## config.mk

```make
export PLATFORM = sky130hd
export DESIGN_NAME = ild_top
export DESIGN_NICKNAME = d
export VERILOG_FILES = /design/src/rtl/ild_pkg.sv /design/src/rtl/ild_ctrl.sv /design/src/rtl/ild_dp.sv /design/src/rtl/ild_oreg.sv /design/src/rtl/ild_top.sv
export SDC_FILE = /design/constraint.sdc
export NUM_CORES = 1
export LEC_CHECK = 0
export ABC_CLOCK_PERIOD_IN_PS = 1800
export BUFFER_PORTS_ARGS = -buffer_cell sky130_fd_sc_hd__buf_2
export CAP_MARGIN = 40
export CORE_AREA = 5 5 42 44
export DETAILED_ROUTE_END_ITERATION = 7
export DIE_AREA = 0 0 47 49
export MAX_ROUTING_LAYER = met4
export SETUP_SLACK_MARGIN = 0.5
export SYNTH_ARGS = -nofsm -noshare
export SYNTH_HDL_FRONTEND = slang
export SYNTH_HIERARCHICAL = 1
export SYNTH_SLANG_ARGS = --single-unit
```

## constraint.sdc

```tcl
create_clock -name vclk -period 1.8
set_input_delay 0.09 -clock vclk [all_inputs]
set_output_delay 0.09 -clock vclk [all_outputs]
set_load 0.02 [all_outputs]
```

## src/rtl/ild_pkg.sv

```systemverilog
package ild_pkg;
  localparam int PARCEL_W   = 16;
  localparam int LADDER_MAX = 11;
  localparam int LEN_W      = $clog2(LADDER_MAX + 1);

  // classification strobes from control to datapath
  typedef struct packed {
    logic       isShort;
    logic       isWord;
    logic       isSesqui;
    logic       isDouble;
    logic       isLong;
    logic       isRsvd;
    logic [2:0] longStep;
  } lenStrobes_t;
endpackage

```

## src/rtl/ild_ctrl.sv

```systemverilog
module ild_ctrl
  import ild_pkg::*;
(
  input  logic                clk,
  input  logic                rstN,
  input  logic [PARCEL_W-1:0] parcelIn,
  input  logic                parcelValid,
  output lenStrobes_t         strobes
);
  always_comb begin
    strobes = '0;
    if (parcelValid) begin
      if (parcelIn[1:0] != 2'b11)           strobes.isShort  = 1'b1;
      else if (parcelIn[4:2] != 3'b111)     strobes.isWord   = 1'b1;
      else if (!parcelIn[5])                strobes.isSesqui = 1'b1;
      else if (!parcelIn[6])                strobes.isDouble = 1'b1;
      else if (parcelIn[14:12] == 3'b111)   strobes.isRsvd   = 1'b1;
      else begin
        strobes.isLong   = 1'b1;
        strobes.longStep = parcelIn[14:12];
      end
    end
  end

  // every valid parcel falls into exactly one class
  p_one_class_r2: assert property (@(posedge clk) disable iff (!rstN)
    parcelValid |-> $onehot({strobes.isShort, strobes.isWord, strobes.isSesqui,
                             strobes.isDouble, strobes.isLong, strobes.isRsvd}));

  // an idle input raises no strobe
  p_idle_strobes_r8: assert property (@(posedge clk) disable iff (!rstN)
    !parcelValid |-> (strobes == '0));
endmodule

```

## src/rtl/ild_dp.sv

```systemverilog
module ild_dp
  import ild_pkg::*;
#(
  parameter int ILEN          = 64,
  parameter bit COMPRESSED_EN = 1'b1
) (
  input  logic             clk,
  input  logic             rstN,
  input  lenStrobes_t      strobes,
  output logic [LEN_W-1:0] lenParcels,
  output logic             isCompressed,
  output logic             isReserved,
  output logic             isIllegal
);
  localparam int MAX_PARCELS = ILEN / PARCEL_W;

  logic tooLong;
  logic shortBad;

  always_comb begin
    if (strobes.isShort)       lenParcels = LEN_W'(1);
    else if (strobes.isWord)   lenParcels = LEN_W'(2);
    else if (strobes.isSesqui) lenParcels = LEN_W'(3);
    else if (strobes.isDouble) lenParcels = LEN_W'(4);
    else if (strobes.isLong)   lenParcels = LEN_W'(5) + LEN_W'(strobes.longStep);
    else                       lenParcels = '0;
  end

  assign tooLong = (int'(lenParcels) > MAX_PARCELS);

  generate
    if (COMPRESSED_EN) begin : g_shortOk
      assign shortBad = 1'b0;
    end else begin : g_shortBad
      assign shortBad = strobes.isShort;
    end
  endgenerate

  assign isCompressed = strobes.isShort;
  assign isReserved   = strobes.isRsvd;
  assign isIllegal    = strobes.isRsvd | tooLong | shortBad;

  // long encodings land on the 5..11 parcel rungs
  p_long_range_r4: assert property (@(posedge clk) disable iff (!rstN)
    strobes.isLong |-> (lenParcels >= LEN_W'(5) && lenParcels <= LEN_W'(LADDER_MAX)));

  // a length accepted as legal fits within ILEN
  p_legal_fits_r6: assert property (@(posedge clk) disable iff (!rstN)
    (lenParcels != '0 && !isIllegal) |-> (int'(lenParcels) * PARCEL_W <= ILEN));
endmodule

```

## src/rtl/ild_oreg.sv

```systemverilog
module ild_oreg
  import ild_pkg::*;
#(
  parameter bit OUT_REG = 1'b0
) (
  input  logic             clk,
  input  logic             rstN,
  input  logic [LEN_W-1:0] lenIn,
  input  logic             compIn,
  input  logic             rsvdIn,
  input  logic             illIn,
  input  logic             validIn,
  output logic [LEN_W-1:0] lenOut,
  output logic             compOut,
  output logic             rsvdOut,
  output logic             illOut,
  output logic             validOut
);
  localparam int BUNDLE_W = LEN_W + 4;

  logic [BUNDLE_W-1:0] bundleIn;
  logic [BUNDLE_W-1:0] bundleOut;

  assign bundleIn = {lenIn, compIn, rsvdIn, illIn, validIn};

  generate
    if (OUT_REG) begin : g_reg
      always_ff @(posedge clk or negedge rstN) begin
        if (!rstN) bundleOut <= '0;
        else       bundleOut <= bundleIn;
      end
    end else begin : g_pass
      assign bundleOut = bundleIn;
    end
  endgenerate

  assign {lenOut, compOut, rsvdOut, illOut, validOut} = bundleOut;
endmodule

```

## src/rtl/ild_top.sv

```systemverilog
module ild_top
  import ild_pkg::*;
#(
  parameter int ILEN          = 64,
  parameter bit COMPRESSED_EN = 1'b1,
  parameter bit OUT_REG       = 1'b0
) (
  input  logic        clk,
  input  logic        rstN,
  input  logic [15:0] parcelIn,
  input  logic        parcelValid,
  output logic [3:0]  lenParcels,
  output logic        isCompressed,
  output logic        isReserved,
  output logic        isIllegal,
  output logic        lenValid
);
  lenStrobes_t      strobes;
  logic [LEN_W-1:0] dpLen;
  logic             dpComp;
  logic             dpRsvd;
  logic             dpIll;

  ild_ctrl u_ctrl (
    .clk(clk), .rstN(rstN), .parcelIn(parcelIn),
    .parcelValid(parcelValid), .strobes(strobes)
  );

  ild_dp #(.ILEN(ILEN), .COMPRESSED_EN(COMPRESSED_EN)) u_dp (
    .clk(clk), .rstN(rstN), .strobes(strobes), .lenParcels(dpLen),
    .isCompressed(dpComp), .isReserved(dpRsvd), .isIllegal(dpIll)
  );

  ild_oreg #(.OUT_REG(OUT_REG)) u_oreg (
    .clk(clk), .rstN(rstN),
    .lenIn(dpLen), .compIn(dpComp), .rsvdIn(dpRsvd), .illIn(dpIll),
    .validIn(parcelValid),
    .lenOut(lenParcels), .compOut(isCompressed), .rsvdOut(isReserved),
    .illOut(isIllegal), .validOut(lenValid)
  );

  // reserved space never reports a usable length
  p_rsvd_len_zero_r5: assert property (@(posedge clk) disable iff (!rstN)
    isReserved |-> (lenParcels == '0 && isIllegal));

  // the compressed flag always goes with a single-parcel length
  p_comp_one_parcel_r1: assert property (@(posedge clk) disable iff (!rstN)
    isCompressed |-> (lenParcels == 4'd1));

  // no result is shown without valid
  p_quiet_idle_r8: assert property (@(posedge clk) disable iff (!rstN)
    !lenValid |-> (lenParcels == '0 && !isCompressed && !isReserved && !isIllegal));

  generate
    if (OUT_REG) begin : g_latChk
      logic armed;
      always_ff @(posedge clk or negedge rstN) begin
        if (!rstN) armed <= 1'b0;
        else       armed <= 1'b1;
      end
      // valid leaves one clock after it arrives
      p_one_cycle_r9: assert property (@(posedge clk) disable iff (!rstN)
        armed |-> (lenValid == $past(parcelValid)));
    end else begin : g_combChk
      // valid passes straight through
      p_same_cycle_r8: assert property (@(posedge clk) disable iff (!rstN)
        lenValid == parcelValid);
    end
  endgenerate
endmodule

```

==> flow_summary_export.csv, run 1 <==
group,metric,value,unit
clocking,hold_buffers,0,
placement,dp_cells,71,
min_path,hold_depth,2,
placement,dp_hpwl,675.9,um
route,vias_per_cell,4.693,
placement,post_dp_cell_area,412.9,um^2
global_routing,grt-ovfl-total,0,
sta,hold_violations,0,
setup_path,timing.critical_path.fanout_max,3,
sta,setup_tns,0,ps
job,cap_violations,0,
route,drtIter0Drc,3,
layout,drive_gt1_share,61.02,%
setup_path,worstSetupEndpointType,"primary output",
synth,synth_area_leader_cell,"buf_4",
die,start_util,25.54,%
pwr,swShare,49.74,%
synth,ys_types,22,
setup_path,critPathLaunchType,"input port",
sta,relSlewSlack,69.98,%
layout,area_growth,52.45,%
synth,postSynthNetCount,64,
die,die_y,49,um
route,routedWlPerCell,10.84,um
global_routing,grt_max_degree,5,
setup_path,arrival,1500,ps
synth,netlist_area,357.8,um^2
route,ant_nets,0,
global_routing,met1_usage,9.130,%
layout,fin_util,38.93,%
die,die-width,47,um
synth,synth_area_leaders,"buf_4, a2111oi_4, nand4_4",
global_routing,grt_use_met3,0.7380,%
global_routing,grt_first_pass_wirelength,1262,um
layout,final-seq-area,0,um^2
global_routing,grt_pass1_vias,325,
synth,synth.yosys.warnings,6,
layout,diodes,0,
pwr,power_frac_clock,0,%
synth,synth.avg_cell_area,8.133,um^2
status,status,"finished clean",
global_routing,antenna_found_initial,0,
die,io_pins,27,
global_routing,gr-max-usage-layer,"met2",
placement,gp_routability_congestion,0.6271,
pwr,seqPwrFrac,0,%
synth,synth_cells,44,
layout,nClkBuffers,0,
die,core,0.001401,mm^2
placement,io_buffers,19,
layout,nets,81,
route,dr_total_vias,352,
min_path,min_from,"parcelValid",
sta,min_period_over_period,88.06,%
pwr,ir_drop,0.08372,mV
sta,slew_viol_final,0,
sta,setup_violations,0,
setup_path,critPathRequiredTime,1710,ps
layout,design_area,545.5,um^2
sta,grt_setup_unrepaired,"yes",
route,route.detailed.drc,0,
layout,seq_cell_count,0,
die,dieArea,0.002303,mm^2
min_path,min_path_type,"in2out",
pwr,p_leak,0.2085,nW
pwr,p_comb_share,100.0,%
min_path,whs_endpoint,"lenValid",
synth,yosys.area.top_type_share,20.98,%
placement,pre_cts_slack,112.8,ps
pwr,p_switching,0.03733,mW
setup_path,crit_type,"in2out",
pwr,intPower,0.03772,mW
die,placementRows,14,
global_routing,groute.usage.overall,6.763,%
sta,layout_setup_ws,214.9,ps
sta,clock.fmax,0.6309,GHz
sta,post-route-min-period,1585,ps
global_routing,grtUsageMet2,11.31,%
route,routed_wl,813,um
route,dr.pass1.iters,2,
synth,ys_seq_area_share,0,%
pwr,power_density,137.6,mW/mm^2
layout,stdcell_count,75,
sta,worst_pin_slew,446.9,ps
## timing repair
action / 4_1_cts / 5_1_grt
gates cloned: 0 / 0
gates resized for setup: 16 / 10
pin swaps: 8 / 7
setup endpoints to repair: 5 / 5
hold endpoints to repair: 0 / 0
setup buffers: 3 / 1
## power groups by stage
stage	clock [mW]	sequential, mW	combinational (mW)
floorplan	0	0	0.0345
global placement	0	0	0.0552
detailed placement	0	0	0.0561
CTS	0	0	0.0686
global route	0	0	0.0805
finish	0	0	0.0750
## worst max-delay path by stage
stage                     start  slack [ps]  depth (start not counted)   endpoint
floorplan           parcelIn[1]         280                          7  isIllegal
global placement    parcelIn[4]         120                          8  isIllegal
detailed placement  parcelIn[4]         110                          8  isIllegal
CTS                 parcelIn[2]         160                          8  isIllegal
global route        parcelIn[1]         110                          8  isIllegal
finish              parcelIn[1]         210                          8  isIllegal
## metal layers
| layer | wire [um] | part of all wire [%] | vias up |
|---|---|---|---|
| met3 | 88 | 11 | 0 |
| met5 | 0 | 0 | - |
| met2 | 398 | 49 | 14 |
| li1 | - | - | 182 |
| met4 | 0 | 0 | 0 |
| met1 | 327 | 40 | 156 |
## cells in the final DEF (no fill, tap or decap), types with 2 or more instances in the layout
master	n
nand3_1	3
inv_1	3
a21oi_1	2
buf_8	3
nor3_2	2
buf_4	6
buf_2	8
nor2b_1	3
buf_6	8
nor2_1	2
nor3_1	2
a2111oi_4	2
nand4_4	2
## final cells by class
| cell class | instances | area (um^2) |
|---|---|---|
| inverters | 4 | 15.01 |
| fillers | 155 | 855.8 |
| repair buffers | 25 | 220.2 |
| multi-input cells | 30 | 290.3 |
| well taps | 16 | 20.02 |
## synthesized netlist by cell type, drive strengths merged
cell type   n
buf        10
inv         4
nor2b       4
nor3        4
a2111oi     3
a21oi       3
nand3       3
nand4       2
nor2        2
a211oi      1
a21boi      1
a31o        1
ha          1
nand2       1
nor3b       1
o21ai       1
o21bai      1
xnor2       1
## worst max-delay path, cell delays in order
cell	delay, ps
buf_8	80
nand4_4	130
a2111oi_4	360
ha_1	310
nor2b_1	110
o21ai_1	70
a31o_1	220
buf_6	130
## per-stage QoR
stage / hold WS (ps) / power [mW]
2_1_floorplan: 292.6 / 0.03449
4_1_cts: 466.7 / 0.06859
3_3_place_gp: 464.3 / 0.05517
6_report: 419.1 / 0.07504
3_5_place_dp: 466.1 / 0.05610
5_1_grt: 428.9 / 0.08050
## kinds of logic (layout without fill, tap and decap cells)
| logic type | after synthesis | after routing | synth area share [%] |
|---|---|---|---|
| AO/OA/AOI/OAI | 11 | 11 | 33.91 |
| XOR/XNOR | 1 | 1 | 2.448 |
| adder cells (fa/ha/maj) | 1 | 1 | 3.496 |
| buffers and inverters | 14 | 29 | 25.17 |
| AND/OR/NAND/NOR | 17 | 17 | 34.96 |
Power figures use the tool's default switching activity.
==> run 2, diff against run 1 <==
Settings changed: ABC_AREA set to 1.
==> flow_summary_export.csv, run 2 <==
group,metric,value,unit
setup_path,arrival,1330,ps
synth,synth.yosys.warnings,6,
job,cap_violations,0,
synth,ys_seq_area_share,0,%
setup_path,critPathRequiredTime,1710,ps
synth,netlist_area,330.3,um^2
global_routing,grtUsageMet2,12.44,%
global_routing,grt-ovfl-total,0,
layout,diodes,0,
layout,seq_cell_count,0,
pwr,p_leak,0.2805,nW
sta,slew_viol_final,0,
route,dr.pass1.iters,4,
synth,yosys.cell_count.top_type,"nand2_1",
sta,post-route-min-period,1417,ps
global_routing,grt_use_met3,0,%
sta,setup_violations,0,
die,placementRows,14,
pwr,swShare,51.01,%
layout,drive_gt1_share,46.25,%
min_path,min_path_type,"in2out",
global_routing,met1_usage,6.304,%
layout,stdcell_count,96,
layout,mostFrequentLayoutCells,"nand2_1, inv_1, buf_6, buf_2, nor2_1",
sta,clock.fmax,0.7057,GHz
route,ant_nets,0,
layout,multi_input_area,247.7,um^2
synth,ys_types,12,
layout,design_area,506.7,um^2
route,routed_wl,705,um
setup_path,worstSetupEndpointType,"primary output",
pwr,ir_drop,0.06423,mV
placement,post_dp_cell_area,381.6,um^2
layout,final_common_cell,"nand2_1",
sta,hold_violations,0,
route,dr_total_vias,394,
min_path,min_from,"parcelValid",
synth,synth_area_leaders,"buf_4, nand2_1, inv_1",
setup_path,crit_type,"in2out",
global_routing,groute.usage.overall,6.043,%
placement,dp_hpwl,592.4,um
synth,postSynthNetCount,88,
setup_path,startpoint,"parcelIn[13]",
die,start_util,23.57,%
route,route.detailed.drc,0,
layout,final-seq-area,0,um^2
pwr,seqPwrFrac,0,%
min_path,whs_endpoint,"lenValid",
status,status,"finished clean",
die,dieArea,0.002303,mm^2
sta,min_period_over_period,78.72,%
route,routedWlPerCell,7.344,um
sta,grt_setup_unrepaired,"yes",
layout,fin_util,36.16,%
placement,io_buffers,19,
sta,worst_pin_slew,280.7,ps
placement,gp_routability_congestion,0.6969,
die,die-width,47,um
sta,setup_tns,0,ps
pwr,power_density,141.4,mW/mm^2
min_path,hold_depth,2,
sta,relSlewSlack,81.14,%
die,io_pins,27,
layout,nets,102,
layout,nClkBuffers,0,
setup_path,critPathLaunchType,"input port",
placement,dp_cells,93,
synth,yosys.area.top_type_share,22.73,%
layout,area_growth,53.41,%
layout,fillers,162,
global_routing,grt_max_degree,6,
placement,pre_cts_slack,286.0,ps
die,core,0.001401,mm^2
synth,synthTopCellsByCount,"nand2_1, inv_1, buf_4, nor2_1, nand3_1",
sta,holdWs,438.4,ps
pwr,power_frac_clock,0,%
route,vias_per_cell,4.104,
pwr,finalPower,0.07163,mW
sta,layout_setup_ws,383.0,ps
synth,synth_area_leader_cell,"buf_4",
synth,synth_cells,68,
setup_path,timing.critical_path.fanout_max,3,
synth,synth.avg_cell_area,4.858,um^2
pwr,intPower,0.03509,mW
global_routing,antenna_found_initial,0,
pwr,p_switching,0.03654,mW
global_routing,grt_pass1_vias,346,
route,drtIter0Drc,2,
global_routing,gr-max-usage-layer,"met2",
pwr,p_comb_share,100.0,%
global_routing,grt_first_pass_wirelength,1152,um
die,die_y,49,um
-- run 2: cell types whose count changed in the layout (fill, tap and decap cells not counted), moves of 3 or more --
cell     delta
nand2_1    +15
nor2b_1     -3
nor2_2      +4
nor2_1      +4
inv_1      +11
-- run 2: cell type report --
cell class,count,area share (%)
multi-input combinational,43,48.89
timing repair buffer,22,36.05
tap,16,3.951
inverter,15,11.11
-- run 2: worst max-delay path by stage --
stage,end,depth (start not counted)
after CTS,isIllegal,14
final,isIllegal,14
after global placement,isIllegal,14
after detailed placement,isIllegal,14
after floorplan,isIllegal,13
after global routing,isIllegal,14
-- run 2: per-layer routing --
metal,wire length [um],up-vias,share of wire [%]
li1,-,216,-
met1,281,170,40
met2,395,8,56
met3,28,0,4.0
met4,0,0,0
met5,0,-,0
-- run 2: timing repair --
item	in CTS	in global routing
pin swaps	12	9
setup endpoints to repair	3	4
hold buffers	0	0
gates resized for setup	21	4
setup buffers	2	1
-- run 2: worst max-delay path: stages --
cell and delay (ps):
buf_8 100, nand2_4 70, nor2_4 40, nor2_2 100
nand2_2 90, nor2_4 120, ha_1 170, inv_1 40
nand2_1 40, nand3_1 80, a21oi_2 140, nand2_1 60
nand2_1 70, buf_6 110
-- run 2: cells by family (layout without fill, tap and decap cells) --
family / count (synthesis) / after routing / share of synthesized area [%]
buffers and inverters: 25 / 37 / 39.77
AOI/OAI and AO/OA: 2 / 2 / 3.030
adders and majority gates: 1 / 1 / 3.787
and+or+nand+nor: 40 / 40 / 53.41
-- run 2: power groups by stage --
stage / Clock [mW] / Combinational (mW) / Sequential, mW
CTS: 0 / 0.0693 / 0
floorplan: 0 / 0.0385 / 0
detailed placement: 0 / 0.0520 / 0
global placement: 0 / 0.0513 / 0
global route: 0 / 0.0781 / 0
finish: 0 / 0.0716 / 0
==> run 3, diff against run 2 <==
Settings changed: ABC_AREA 1 to 0, ABC_CLOCK_PERIOD_IN_PS 1800 to 1350.
Clock period 1.8 ns to 1.35 ns, I/O delays scaled along.
==> flow_summary_export.csv, run 3 (synthesized netlist as in run 1, its figures left out) <==
group,metric,value,unit
status,status,"finished, violations left",
status,violations,"setup timing",
die,die_y,49,um
job,cap_violations,0,
route,dr.pass1.iters,1,
sta,post-route-min-period,1539,ps
setup_path,crit_type,"in2out",
global_routing,gr-max-usage-layer,"met2",
global_routing,grtUsageMet2,16.06,%
setup_path,arrival,1470,ps
route,routedWlPerCell,11.53,um
global_routing,met1_usage,11.30,%
setup_path,timing.critical_path.fanout_max,3,
layout,fillers,151,
route,route.detailed.drc,0,
route,ant_nets,0,
setup_path,cp_top_family,"compound AO/OA/AOI/OAI gates",
global_routing,grt_max_degree,5,
setup_path,worstSetupEndpointType,"primary output",
pwr,p_leak,0.2859,nW
placement,io_buffers,19,
sta,setup_violations,5,
setup_path,critPathSlowestCell,"a2111oi_4",
die,core,0.001401,mm^2
setup_path,cp_slowest_stage_delay,320,ps
sta,holdWs,466.1,ps
sta,grt_setup_unrepaired,"yes",
min_path,min_path_type,"in2out",
route,drtIter0Drc,0,
layout,final_common_cell,"buf_4",
layout,nets,93,
setup_path,path_buf_inv,2,
global_routing,grt_first_pass_wirelength,1628,um
placement,pre_cts_slack,-270.1,ps
sta,relSlewSlack,71.67,%
global_routing,grt-ovfl-total,0,
layout,design_area,684.4,um^2
layout,final-seq-area,0,um^2
die,dieArea,0.002303,mm^2
sta,clock.fmax,0.6499,GHz
sta,slew_viol_final,0,
placement,dp_hpwl,714,um
placement,post_dp_cell_area,488.0,um^2
global_routing,grt_pass1_vias,410,
sta,min_period_over_period,114.0,%
route,vias_per_cell,4.644,
layout,diodes,0,
pwr,power_density,197.0,mW/mm^2
layout,stdcell_count,87,
global_routing,grt_use_met3,0.3690,%
route,routed_wl,1003,um
die,placementRows,14,
layout,area_growth,91.26,%
placement,gp_routability_congestion,0.6383,
layout,nClkBuffers,0,
route,dr_total_vias,404,
layout,seq_cell_count,0,
die,start_util,25.54,%
global_routing,groute.usage.overall,8.921,%
pwr,ir_drop,0.1045,mV
setup_path,cp_cell_sequence,"buf_8 > nand4_4 > a2111oi_4 > ha_1 > nor2b_1 > o21ai_1 > a31o_1 > buf_6",
die,die-width,47,um
setup_path,critPathLaunchType,"input port",
sta,layout_setup_ws,-188.8,ps
layout,fin_util,48.84,%
placement,dp_cells,81,
layout,mostFrequentLayoutCells,"buf_4, buf_6",
pwr,finalPower,0.1348,mW
setup_path,critPathRequiredTime,1280,ps
global_routing,antenna_found_initial,0,
layout,drive_gt1_share,67.61,%
die,io_pins,27,
sta,setup_tns,-533.9,ps
sta,worst_pin_slew,421.7,ps
sta,hold_violations,0,
[run 3: cell count changes in the layout (fill, tap and decap cells not counted), sizes merged, moves of 2 or more]
| cell | change |
|---|---|
| nand2 | -18 |
| buf | +15 |
| inv | -11 |
| nor2 | -10 |
| nor2b | +4 |
| a2111oi | +3 |
| nand3 | -2 |
| nand4 | +2 |
[run 3: cell type report]
class                      count  area (um^2)  area share [%]
inverter                       4        15.01           2.194
multi-input combinational     30        316.6           46.25
tap                           16        20.02           2.925
timing repair buffer          37        332.8           48.63
[run 3: report_power, final]
part	internal, mW	switching, mW
Clock	0	0
Sequential	0	0
Combinational	0.0748	0.0600
Total	0.0748	0.0600
[run 3: worst paths after layout]
kind	start	to	slack, ps	cells after the start
setup / recovery	parcelIn[4]	isIllegal	-190	8
hold / removal	parcelValid	lenValid	470	3
[run 3: timing repair]
action / in CTS / in global routing
setup buffers: 2 / 4
hold endpoints to repair: 0 / 0
gates resized for setup: 24 / 11
endpoints found under the setup margin: 7 / 7
hold buffers: 0 / 0
pin swaps: 9 / 9
[run 3: layer usage]
layer,vias to the layer above,wire length [um]
met2,13,578
li1,208,-
met5,-,0
met1,183,371
met3,0,53
met4,0,0
